## src/rtl/pll_sup_pkg.sv

```systemverilog
package pll_sup_pkg;
  typedef enum logic [2:0] {
    ST_IDLE, ST_BIAS, ST_HOLD, ST_SETTLE, ST_CHECK, ST_DONE, ST_FAIL
  } sup_state_e;
endpackage

```

## src/rtl/lock_sync.sv

```systemverilog
module lock_sync #(
  parameter int STAGES = 2
) (
  input  logic clk_i,
  input  logic rst_ni,
  input  logic d_i,
  output logic q_o
);
  logic [STAGES-1:0] ff_q;
  always_ff @(posedge clk_i or negedge rst_ni) begin
    if (!rst_ni) ff_q <= '0;
    else         ff_q <= {ff_q[STAGES-2:0], d_i};
  end
  assign q_o = ff_q[STAGES-1];
endmodule

```

## src/rtl/us_wait_timer.sv

```systemverilog
module us_wait_timer #(
  parameter int CW = 8
) (
  input  logic          clk_i,
  input  logic          rst_ni,
  input  logic          run_i,
  input  logic          tick_i,
  input  logic [CW-1:0] last_i,   // terminal count minus one
  output logic          expire_o
);
  logic [CW-1:0] cnt_q;
  assign expire_o = run_i && tick_i && (cnt_q == last_i);
  always_ff @(posedge clk_i or negedge rst_ni) begin
    if (!rst_ni)                cnt_q <= '0;
    else if (!run_i || expire_o) cnt_q <= '0;
    else if (tick_i)            cnt_q <= cnt_q + 1'b1;
  end
endmodule

```

## src/rtl/pll_lock_supervisor.sv

```systemverilog
module pll_lock_supervisor
  import pll_sup_pkg::*;
#(
  parameter int CFG_W       = 24,
  parameter int BIAS_US     = 100,
  parameter int HOLD_US     = 1,
  parameter int SETTLE_US   = 20,
  parameter int RETRY_LIMIT = 8,
  parameter int SYNC_STAGES = 2,
  localparam int AW = $clog2(RETRY_LIMIT + 1)
) (
  input  logic             clk_i,
  input  logic             rst_ni,
  input  logic             start_i,
  input  logic             tick_i,
  input  logic             lock_i,
  input  logic [CFG_W-1:0] cfg_i,
  output logic             bias_en_o,
  output logic             pll_en_o,
  output logic             pll_rst_o,
  output logic [CFG_W-1:0] pll_cfg_o,
  output logic             done_o,
  output logic [AW-1:0]    attempt_o,
  output logic             sys_rst_req_o
);
  localparam int MAX_A  = (BIAS_US > HOLD_US) ? BIAS_US : HOLD_US;
  localparam int MAX_US = (MAX_A > SETTLE_US) ? MAX_A : SETTLE_US;
  localparam int TW     = (MAX_US > 1) ? $clog2(MAX_US) : 1;

  sup_state_e      state_q, state_d;
  logic            bias_on_q;
  logic [AW-1:0]   fail_q;
  logic [CFG_W-1:0] cfg_q;
  logic            lock_s, run, expire, accept;
  logic [TW-1:0]   last;

  lock_sync #(.STAGES(SYNC_STAGES)) u_sync (
    .clk_i(clk_i), .rst_ni(rst_ni), .d_i(lock_i), .q_o(lock_s)
  );

  always_comb begin
    unique case (state_q)
      ST_BIAS: last = TW'(BIAS_US - 1);
      ST_HOLD: last = TW'(HOLD_US - 1);
      default: last = TW'(SETTLE_US - 1);
    endcase
  end

  assign run = (state_q == ST_BIAS) || (state_q == ST_HOLD) || (state_q == ST_SETTLE);

  us_wait_timer #(.CW(TW)) u_timer (
    .clk_i(clk_i), .rst_ni(rst_ni), .run_i(run), .tick_i(tick_i),
    .last_i(last), .expire_o(expire)
  );

  assign accept = start_i && ((state_q == ST_IDLE) || (state_q == ST_DONE));

  always_comb begin
    state_d = state_q;
    unique case (state_q)
      ST_IDLE:   if (start_i) state_d = bias_on_q ? ST_HOLD : ST_BIAS;
      ST_BIAS:   if (expire) state_d = ST_HOLD;
      ST_HOLD:   if (expire) state_d = ST_SETTLE;
      ST_SETTLE: if (expire) state_d = ST_CHECK;
      ST_CHECK:
        if (lock_s)                            state_d = ST_DONE;
        else if (fail_q == AW'(RETRY_LIMIT - 1)) state_d = ST_FAIL;
        else                                   state_d = ST_HOLD;
      ST_DONE:   if (start_i) state_d = ST_HOLD;
      ST_FAIL:   state_d = ST_FAIL;   // left only through rst_ni
      default:   state_d = ST_IDLE;
    endcase
  end

  always_ff @(posedge clk_i or negedge rst_ni) begin
    if (!rst_ni) begin
      state_q   <= ST_IDLE;
      bias_on_q <= 1'b0;
      fail_q    <= '0;
      cfg_q     <= '0;
    end else begin
      state_q <= state_d;
      if (accept) begin
        cfg_q     <= cfg_i;
        bias_on_q <= 1'b1;
      end
      if (state_q == ST_CHECK) fail_q <= lock_s ? '0 : fail_q + 1'b1;
    end
  end

  assign bias_en_o     = bias_on_q;
  assign pll_en_o      = (state_q == ST_HOLD) || (state_q == ST_SETTLE) ||
                         (state_q == ST_CHECK) || (state_q == ST_DONE);
  assign pll_rst_o     = (state_q == ST_HOLD);
  assign pll_cfg_o     = cfg_q;
  assign done_o        = (state_q == ST_DONE);
  assign attempt_o     = fail_q;
  assign sys_rst_req_o = (state_q == ST_FAIL);
endmodule

```

## config.mk

```make
export PLATFORM = sky130hd
export DESIGN_NAME = pll_lock_supervisor
export DESIGN_NICKNAME = d
export VERILOG_FILES = /design/src/rtl/pll_sup_pkg.sv /design/src/rtl/lock_sync.sv /design/src/rtl/us_wait_timer.sv /design/src/rtl/pll_lock_supervisor.sv
export SDC_FILE = /design/constraint.sdc
export NUM_CORES = 1
export LEC_CHECK = 0
export ABC_AREA = 1
export CORE_MARGIN = 3
export CORE_UTILIZATION = 40
export CTS_CLUSTER_DIAMETER = 80
export DETAILED_ROUTE_END_ITERATION = 12
export HOLD_SLACK_MARGIN = 0.02
export PLACE_DENSITY = 0.73
export SYNTH_ARGS = -nofsm -noshare
export SYNTH_HDL_FRONTEND = slang
export SYNTH_HIERARCHICAL = 1
export SYNTH_SLANG_ARGS = --single-unit
```

## constraint.sdc

```tcl
create_clock -name clk_i -period 2.35 [get_ports clk_i]
set_clock_uncertainty 0.15 [all_clocks]
set_input_delay 0.47 -clock clk_i [delete_from_list [all_inputs] [get_ports clk_i]]
set_output_delay 0.47 -clock clk_i [all_outputs]
set_load 0.1 [all_outputs]
```

==> impl_metrics.toml <==
[run_status]
outcome = "finished clean"

[global_route]
grt_usage_pct = 15.2
overflow = 0
grt_pass1_vias = 1823
grt_pass1_wl_microns = 7690
grt_max_degree = 28
antenna_found_initial = 0

[timing]
max_freq_mhz = 457
max-slew-margin-rel_pct = 65.6
setup_viol = 0
hold_violations = 0
fin_crit_sh_pct = 93.2
rsz0062_at_grt = "false"
maxSlewViolCount = 0
period_minus_slack_ps = 2190
fin_setup_tns_ps = 0
worst_slew_pin_slew_ps = 516

[clocking]
clock-sinks = 41
cts_tree = "yes"
cts_resized = 0
cts-buffers-inserted = 5
cts.clk_slew.worst_paths_ps = 70
htree_levels = 2
clock_latency_ps = 280
cts.path.max_buffers = 2
cts_root_buffer = "clkbuf_8"

[placement]
place_congestion = 0.862
hpwlAfterDp_microns = 3310
io_buffers = 61
dp.cells = 398

[critical_path]
end_kind = "output pin"
timing.rr.start = "state_q[0]"
cpMostUsedCell = "nand3_1"
crit_arrival_ps = 1570
r2r_end = "state_q[1]"
crit_path_start_kind = "flip-flop"
crit_family = "flip-flops"
worstPathMaxFanout = 7
crit_cells = 4
cp.required_ps = 1730
crit_type = "flip-flop to output pin"
cp_cell_sequence = "inv_1, nand3_1, nand3_1, buf_12"
crit_slowest_cell = "dfrtp_1"
r2r_cells = 14
rrSetupSlack_ps = 320
critical_path_buf_inv_count = 2
cp_slowest_stage_delay_ps = 530

[floorplanning]
core_area_sq_um = 4940
row_count = 25
io_pins = 62
die_w_microns = 78.9
dieArea_sq_um = 6230
die_y_microns = 78.9
start_util_pct = 43.0

[layout]
area_growth_pct = 36.1
num-nets-final = 370
diodes = 0
layout-drive-gt1-share_pct = 19.4
final_util_pct = 58.6
stdcell_count = 407

[detailed_routing]
post-route-drc-count = 0
via_per_inst = 4.58
num_vias = 1864
wl_per_cell_microns = 10.9
routed_wl_microns = 4420
dr.pass1.iters = 4
ant_nets = 0
drt_iter0_markers = 99

[synth]
synth_seq_cells = 41
yosysWarnings = 6
synth.avg_cell_area_sq_um = 7.91
netlist_instances = 269
synth-seq-area-share_pct = 48.2
syn_area_sq_um = 2130
ys_types = 24

[min_path]
min_from = "u_sync/ff_q[0]"
holdPathStages = 0
hold_end = "u_sync/ff_q[1]"
hp-class = "flip-flop to flip-flop"

[job]
maxCapViolCount = 0
per-layer routing:
layer  track usage (%)  wire length, microns
met1              17.2                  1910
met2              27.6                  2170
met3              5.10                   323
met4              3.61                    14
met5                 0                     0
state kept, by name, summed over array words and instances, names as in the netlist:
| name | count |
|---|---|
| pll_cfg_o | 24 |
| u_timer/cnt_q | 7 |
| attempt_o | 4 |
| state_q | 3 |
| u_sync/ff_q | 2 |
| bias_en_o | 1 |
how the worst max path moves through the flow:
stage                          start            end  slack, ps
final                     state_q[0]       pll_en_o        160
after floorplan           state_q[2]       pll_en_o        140
after CTS                 state_q[0]       pll_en_o        160
after detailed placement      tick_i     state_q[1]        340
after global placement       start_i  pll_cfg_o[17]        380
after global routing      state_q[0]       pll_en_o         50
kinds of logic after synthesis:
kind of cell	after synthesis	share of synthesized area, %
AND/OR/NAND/NOR	177	38.3
other	1	0.176
multiplexers	1	0.471
AO/OA/AOI/OAI	3	0.882
flip-flops	41	48.2
buffers and inverters	40	9.12
XOR/XNOR	4	1.65
adder cells (fa/ha/maj)	2	1.18
timing repair:
item,4_1_cts,5_1_grt
endpoints found under the hold margin,21,0
hold buffers,1,0
setup buffers,0,0
cells in the final DEF, fill, tap and decap left out, drive strengths merged:
cell / netlist / routed
ha: 2 / 2
nor3: 4 / 4
xor2: 3 / 3
nand3: 44 / 44
clkinv: 0 / 1
nor2: 18 / 18
inv: 31 / 31
clkbuf: 0 / 7
mux2i: 1 / 1
o21ai: 2 / 2
clkdlybuf4s50: 0 / 27
dlygate4sd3: 0 / 1
a21oi: 1 / 1
buf: 9 / 41
dfrtp: 41 / 41
xnor2: 1 / 1
conb: 1 / 4
nand2: 111 / 111
layout make-up:
| class | count | area (sq um) |
|---|---|---|
| timing repair buffer | 69 | 648 |
| sequential | 41 | 1030 |
| clock inverter | 1 | 5.00 |
| clock buffer | 7 | 96.3 |
| inverter | 31 | 116 |
| tap | 67 | 83.8 |
| fill | 494 | 2050 |
| multi-input combinational | 191 | 918 |
Yosys cell counts:
cell type  instances  area share [%]
inv_1             31             5.5
mux2i_1            1            0.47
nor2_1            16             2.8
buf_6              2             1.1
nand2_4            1            0.53
ha_1               2             1.2
nor3_1             3            0.71
nand3_1           43              10
xnor2_1            1            0.41
buf_12             1            0.94
a21oi_2            1            0.41
nand2_1           99              17
buf_4              2            0.71
conb_1             1            0.18
nor2_2             1            0.29
nor2_4             1            0.53
o21ai_0            2            0.47
dfrtp_1           41              48
nand2_2            9             2.6
nor3_2             1            0.47
buf_2              4            0.94
xor2_1             3             1.2
nand3_4            1            0.82
nand2_8            2             1.9
per-stage QoR:
stage	hold slack (ps)	instance area [sq um]	worst slack [ps]
5_1_grt	209	2890	53.2
4_1_cts	203	2890	160
3_3_place_gp	186	2780	377
2_1_floorplan	24.4	2140	144
6_report	200	2890	161
3_5_place_dp	186	2780	336
Power is not shown: default switching activity piles up to over one toggle a cycle in this logic, so the estimate is an artifact.
